<file path="src/rtl/pmw_pkg.sv">
package pmw_pkg;
    typedef enum logic [2:0] {
        ST_IDLE = 3'd0,
        ST_REQ  = 3'd2,
        ST_WRD  = 3'd4,
        ST_WVC  = 3'd6
    } chan_state_e;

    typedef struct packed {
        chan_state_e state;
        logic        is_wr;
    } fsm_regs_t;
endpackage

</file>
<file path="src/rtl/pmw_chan_fsm.sv">
module pmw_chan_fsm
    import pmw_pkg::*;
(
    input  logic        clk,
    input  logic        rst,
    input  logic        cmd_we,
    input  logic        cmd_wr_flag,
    input  logic        vldclr_we,
    input  logic        vldclr_bit,
    input  logic        be_gnt,
    input  logic        be_rvalid,
    output logic        cmd_take,
    output logic        rd_cap,
    output logic        req_out,
    output logic        cur_wr,
    output chan_state_e state_o
);
    fsm_regs_t r_q, r_d;

    always_comb begin
        r_d      = r_q;
        cmd_take = 1'b0;
        rd_cap   = 1'b0;
        unique case (r_q.state)
            ST_IDLE: if (cmd_we) begin
                cmd_take  = 1'b1;
                r_d.state = ST_REQ;
                r_d.is_wr = cmd_wr_flag;
            end
            ST_REQ: if (be_gnt) r_d.state = r_q.is_wr ? ST_IDLE : ST_WRD;
            ST_WRD: if (be_rvalid) begin
                rd_cap    = 1'b1;
                r_d.state = ST_WVC;
            end
            ST_WVC: if (vldclr_we && vldclr_bit) r_d.state = ST_IDLE;
            default: r_d.state = ST_IDLE;
        endcase
    end

    always_ff @(posedge clk) begin
        if (rst) r_q <= '{state: ST_IDLE, is_wr: 1'b0};
        else     r_q <= r_d;
    end

    assign state_o = r_q.state;
    assign req_out = (r_q.state == ST_REQ);
    assign cur_wr  = r_q.is_wr;

    a_r4_write_done: assert property (@(posedge clk) disable iff (rst)
        (state_o == ST_REQ && be_gnt && cur_wr) |=> state_o == ST_IDLE);
    a_r5_read_grant: assert property (@(posedge clk) disable iff (rst)
        (state_o == ST_REQ && be_gnt && !cur_wr) |=> state_o == ST_WRD);
    a_r7_park: assert property (@(posedge clk) disable iff (rst)
        (state_o == ST_WVC && !(vldclr_we && vldclr_bit)) |=> state_o == ST_WVC);
    a_r3_legal_code: assert property (@(posedge clk) disable iff (rst)
        state_o == ST_IDLE || state_o == ST_REQ || state_o == ST_WRD || state_o == ST_WVC);
endmodule

</file>
<file path="src/rtl/pmw_cmd_latch.sv">
module pmw_cmd_latch #(
    parameter int CMD_W  = 32,
    parameter int DATA_W = 16,
    localparam int ADDR_W = CMD_W - 1 - DATA_W
) (
    input  logic              clk,
    input  logic              rst,
    input  logic              take,
    input  logic [CMD_W-1:0]  cmd_word,
    output logic [ADDR_W-1:0] addr,
    output logic [DATA_W-1:0] wdata
);
    logic [ADDR_W-1:0] addr_q, addr_d;
    logic [DATA_W-1:0] wdata_q, wdata_d;

    always_comb begin
        addr_d  = addr_q;
        wdata_d = wdata_q;
        if (take) begin
            addr_d  = cmd_word[CMD_W-2:DATA_W];
            wdata_d = cmd_word[DATA_W-1:0];
        end
    end

    always_ff @(posedge clk) begin
        if (rst) begin
            addr_q  <= '0;
            wdata_q <= '0;
        end else begin
            addr_q  <= addr_d;
            wdata_q <= wdata_d;
        end
    end

    assign addr  = addr_q;
    assign wdata = wdata_q;

    a_r8_hold_cmd: assert property (@(posedge clk) disable iff (rst)
        !take |=> ($stable(addr) && $stable(wdata)));
endmodule

</file>
<file path="src/rtl/pmw_rd_hold.sv">
module pmw_rd_hold #(
    parameter int DATA_W = 16
) (
    input  logic              clk,
    input  logic              rst,
    input  logic              cap,
    input  logic [DATA_W-1:0] din,
    output logic [DATA_W-1:0] dout
);
    logic [DATA_W-1:0] data_q, data_d;

    always_comb begin
        data_d = cap ? din : data_q;
    end

    always_ff @(posedge clk) begin
        if (rst) data_q <= '0;
        else     data_q <= data_d;
    end

    assign dout = data_q;

    a_r6_stable: assert property (@(posedge clk) disable iff (rst)
        !cap |=> $stable(dout));
endmodule

</file>
<file path="src/rtl/pmw_chan_top.sv">
module pmw_chan_top
    import pmw_pkg::*;
#(
    parameter int CMD_W  = 32,
    parameter int DATA_W = 16,
    parameter int STAT_W = 32,
    localparam int ADDR_W   = CMD_W - 1 - DATA_W,
    localparam int ST_LSB   = DATA_W,
    localparam int REQ_BIT  = DATA_W + 3,
    localparam int SYNC_BIT = DATA_W + 4,
    localparam int INIT_BIT = DATA_W + 5,
    localparam int SYS_BIT  = DATA_W + 6
) (
    input  logic              clk,
    input  logic              rst,
    input  logic              cmd_we,
    input  logic [CMD_W-1:0]  cmd_word,
    input  logic              vldclr_we,
    input  logic              vldclr_bit,
    input  logic              init_we,
    input  logic              init_bit,
    output logic [STAT_W-1:0] status,
    output logic              be_req,
    output logic              be_write,
    output logic [ADDR_W-1:0] be_addr,
    output logic [DATA_W-1:0] be_wdata,
    input  logic              be_gnt,
    input  logic              be_rvalid,
    input  logic [DATA_W-1:0] be_rdata
);
    chan_state_e       state;
    logic              take, cap;
    logic [DATA_W-1:0] rd_data;
    logic              init_q, init_d;

    pmw_chan_fsm u_fsm (
        .clk(clk), .rst(rst), .cmd_we(cmd_we), .cmd_wr_flag(cmd_word[CMD_W-1]),
        .vldclr_we(vldclr_we), .vldclr_bit(vldclr_bit), .be_gnt(be_gnt),
        .be_rvalid(be_rvalid), .cmd_take(take), .rd_cap(cap), .req_out(be_req),
        .cur_wr(be_write), .state_o(state)
    );

    pmw_cmd_latch #(.CMD_W(CMD_W), .DATA_W(DATA_W)) u_cmd (
        .clk(clk), .rst(rst), .take(take), .cmd_word(cmd_word),
        .addr(be_addr), .wdata(be_wdata)
    );

    pmw_rd_hold #(.DATA_W(DATA_W)) u_rd (
        .clk(clk), .rst(rst), .cap(cap), .din(be_rdata), .dout(rd_data)
    );

    always_comb begin
        init_d = init_we ? init_bit : init_q;
    end

    always_ff @(posedge clk) begin
        if (rst) init_q <= 1'b0;
        else     init_q <= init_d;
    end

    always_comb begin
        status                     = '0;
        status[DATA_W-1:0]         = rd_data;
        status[ST_LSB+2:ST_LSB]    = state;
        status[REQ_BIT]            = (state == ST_REQ);
        status[SYNC_BIT]           = (state == ST_IDLE) || (state == ST_WVC);
        status[INIT_BIT]           = init_q;
        status[SYS_BIT]            = (state == ST_IDLE);
    end

    a_r9_req_not_sync: assert property (@(posedge clk) disable iff (rst)
        be_req |-> !status[SYNC_BIT]);
    a_r11_init_follow: assert property (@(posedge clk) disable iff (rst)
        init_we |=> status[INIT_BIT] == $past(init_bit));
endmodule

</file>
<file path="config.mk">
export PLATFORM = sky130hd
export DESIGN_NAME = pmw_chan_top
export DESIGN_NICKNAME = d
export VERILOG_FILES = /design/src/rtl/pmw_pkg.sv /design/src/rtl/pmw_chan_fsm.sv /design/src/rtl/pmw_cmd_latch.sv /design/src/rtl/pmw_rd_hold.sv /design/src/rtl/pmw_chan_top.sv
export SDC_FILE = /design/constraint.sdc
export NUM_CORES = 1
export LEC_CHECK = 0
export CORE_MARGIN = 3
export CORE_UTILIZATION = 36
export CTS_CLUSTER_SIZE = 30
export DETAILED_ROUTE_END_ITERATION = 16
export PLACE_DENSITY = 0.82
export SETUP_SLACK_MARGIN = 0.2
export SKIP_CTS_REPAIR_TIMING = 1
export SLEW_MARGIN = 20
export SYNTH_ARGS = -nofsm -noshare
export SYNTH_HDL_FRONTEND = slang
export SYNTH_SLANG_ARGS = --single-unit
</file>
<file path="constraint.sdc">
create_clock -name clk -period 1.01 [get_ports clk]
set_input_delay 0.101 -clock clk [delete_from_list [all_inputs] [get_ports clk]]
set_output_delay 0.101 -clock clk [all_outputs]
set_load 0.02 [all_outputs]
</file>
==> Implementation_results.wiki <==
{| class="wikitable"
! Metric !! Value
|-
| Result of the run || finished, violations left
|-
| Violations in the final reports || setup timing
|-
| Crit start category || flop
|-
| Max VDD drop || 0.619 mV
|-
| Average size of a mapped cell || approximately 10 um2
|-
| Vias/cell || 4.47
|-
| Ant diodes || 0
|-
| First-pass GRT wire length || about 8.6 mm
|-
| Total of max-cap violations || 0
|-
| Routability congestion estimate from global placement || just under 0.7
|-
| Largest area contributor in the synthesized netlist || sky130_fd_sc_hd__dfxtp_1
|-
| Maximum count of clock buffers along a single path || 2
|-
| Chip width || 88.7 um
|-
| Post-synth EDFFs || 0
|-
| Number of buffers created by CTS || 5
|-
| Routed wire length per instance || 13.4 um
|-
| Deepest level of the CTS H-tree || 2
|-
| Utilization of the core after routing || between 60% and 70%
|-
| Count of routing violations after the opening detailed-route iteration || 37
|-
| Synthesized netlist cell count || 244
|-
| Cell Count Post-Placement || 424
|-
| Hold Path Class || primary input to flop
|-
| Final ANT Viol Nets || 0
|-
| Area growth from synthesis to layout || 67.2%
|-
| Worst setup slack before clock tree synthesis || -0.393 ns
|-
| Pin count of the biggest net entering global routing || 47
|-
| Number of cells in the finished layout apart from fillers || around 460
|-
| Sum of overflow across all layers after global routing || 0
|-
| Post-route standard cell area excluding fillers || 4110 um2
|-
| Setup Skew || 0.00514 ns
|-
| Crit Path Category || flop to flop
|-
| P_leak || 1.73 nW
|-
| Die area || 7860 um2
|-
| Most frequent cell after synthesis || sky130_fd_sc_hd__nand2b_1
|-
| Number of distinct library cells after synthesis || 20
|-
| Standard cell core area || 6490 um2
|-
| I/O pin count || 122
|-
| Clk Tree Root Cell || sky130_fd_sc_hd__clkbuf_8
|-
| Post-Place Cell Area || roughly 3600 um2
|-
| Clock tree from TritonCTS || built
|-
| Final nets || between 400 and 500
|-
| Highest net fanout along the worst path || 6
|-
| Number of hold violations in the final report || 0
|-
| Post-detail-place hpwl || roughly 4.3 mm
|-
| Sinks on the clock net || 51
|-
| DRC violation count after routing || 0
|-
| Post-synth design cell area || between 2000 and 2500 um2
|-
| Setup repair after global routing missed its margin || true
|-
| Number of register bits inferred by synthesis || 51
|-
| Worst skew pair latency || 0.30 ns
|-
| Starting density of the core || between 30 and 40%
|-
| Sequential cell area fraction in the yosys report || between 40 and 50%
|-
| Worst setup margin || -0.235 ns
|-
| Period utilization || 123%
|-
| Leading cell types by count after synthesis || sky130_fd_sc_hd__nand2b_1 (98), sky130_fd_sc_hd__dfxtp_1 (51), sky130_fd_sc_hd__mux2i_1 (49), sky130_fd_sc_hd__buf_4 (13), sky130_fd_sc_hd__clkbuf_1 (10)
|-
| Most instantiated flip-flop cell in the synthesis netlist || sky130_fd_sc_hd__dfxtp_1
|-
| Total global-route track usage || 13.6%
|-
| Overall routed net length || 6.14 mm
|-
| Cell Pwr Density || roughly 1200 nW/um2
|-
| Required time of the worst setup path || around 1.2 ns
|-
| IO Port Bufs || 111
|-
| Synth top area share || between 40% and 50%
|-
| Largest cells by area after synthesis || sky130_fd_sc_hd__dfxtp_1 (42%), sky130_fd_sc_hd__nand2b_1 (25%), sky130_fd_sc_hd__mux2i_1 (20%), sky130_fd_sc_hd__buf_4 (4.0%), sky130_fd_sc_hd__buf_6 (2.7%)
|-
| Fraction of synthesis flops using an asynchronous set or reset pin || 0%
|-
| Fraction of layout cells with a size suffix above 1 || 41.9%
|-
| Kind of capture point of the worst setup path || flop
|-
| Detailed-route via count || 2050
|-
| Max Transition Viols Final || 0
|-
| Number of iterations in the first detailed-routing pass || 4
|-
| Total chip power || 0.00501 W
|-
| Initial antenna violation count || 0
|-
| Post-layout min period || 1.25 ns
|-
| Clk slew on worst S/H paths || 0.09 ns
|-
| Total of warnings raised by yosys || 0
|-
| Placement Rows || 29
|-
| Vias in the first global route || 1892
|-
| Die extent in y || 88.7 um
|-
| Critical Path AT || 1.47 ns
|-
| Top achievable clock speed || 803 MHz
|-
| Final setup vio count || 55
|}
## power breakdown
part / switching [W] / internal [W]
Sequential: 0.000112 / 0.00217
Clock: 0.000655 / 0.000554
Combinational: 0.000612 / 0.000903
Total: 0.00138 / 0.00363
## sequential cells by signal, indices dropped and copies added, names as in the netlist
signal,count
u_cmd.wdata,16
u_rd.dout,16
u_cmd.addr,15
u_fsm.state_o,2
init_q,1
u_fsm.cur_wr,1
## through the flow
stage	TNS, ns	hold slack, ns
final	-10.67	0.258
after CTS	-32.82	0.254
after detailed placement	-16.88	0.466
after floorplan	-7.56	0.248
after global routing	-13.70	0.266
after global placement	-14.92	0.456
## cell type report
class,instances,area (um2)
clock buffer,7,86.3
clock inverter,1,5.00
fill,525,2380
multi-input combinational,171,1270
sequential,51,1090
tap,77,96.3
timing repair buffer,152,1570
## cells by family (layout without fill, tap and decap cells)
group,after synthesis,in the layout,synth area share [%]
compound gates,2,2,0.661
xor+xnor,1,1,0.356
buf+inv,31,160,9.26
other cells,1,10,0.152
mux,50,50,20.4
flops,51,51,41.5
simple gates,108,108,27.7
## layout by cell type, fill, tap and decap left out, drive strengths merged
| cell type | Yosys | layout |
|---|---|---|
| and3 | 1 | 1 |
| nand3 | 1 | 1 |
| and3b | 1 | 1 |
| a32o | 1 | 1 |
| clkbuf | 10 | 9 |
| dfxtp | 51 | 51 |
| buf | 21 | 95 |
| mux2i | 49 | 49 |
| xnor2 | 1 | 1 |
| mux2 | 1 | 1 |
| clkdlybuf4s50 | 0 | 55 |
| nor2b | 2 | 2 |
| nand2b | 98 | 98 |
| nor3b | 1 | 1 |
| clkinv | 0 | 1 |
| nor2 | 3 | 3 |
| conb | 1 | 10 |
| o22ai | 1 | 1 |
| nand4bb | 1 | 1 |
## path summary, 6_finish.rpt
check	from	to	slack [ns]	cells past startpoint
worst max-delay path	u_fsm.state_o[1]	u_cmd.addr[1]	-0.24	5
worst min-delay path	rst	u_fsm.state_o[1]	0.26	3
worst max register to register	u_fsm.state_o[1]	u_cmd.addr[1]	-0.24	5
worst min register to register	u_cmd.addr[10]	u_cmd.addr[10]	0.48	2
## critical path: stages (launching register included)
cell,delay (ns)
sky130_fd_sc_hd__dfxtp_4,0.37
sky130_fd_sc_hd__buf_6,0.12
sky130_fd_sc_hd__nor3b_4,0.17
sky130_fd_sc_hd__buf_6,0.18
sky130_fd_sc_hd__clkbuf_16,0.17
sky130_fd_sc_hd__mux2i_1,0.17
## layer usage
| layer | up-vias | GRT usage (%) | share of wire [%] |
|---|---|---|---|
| met5 | - | 0 | 0 |
| met4 | 0 | 2.88 | 0.68 |
| met3 | 6 | 5.21 | 7.2 |
| met2 | 71 | 22.4 | 50 |
| met1 | 941 | 16.8 | 42 |
| li1 | 1032 | - | - |
(Power assumes the default switching activity.)
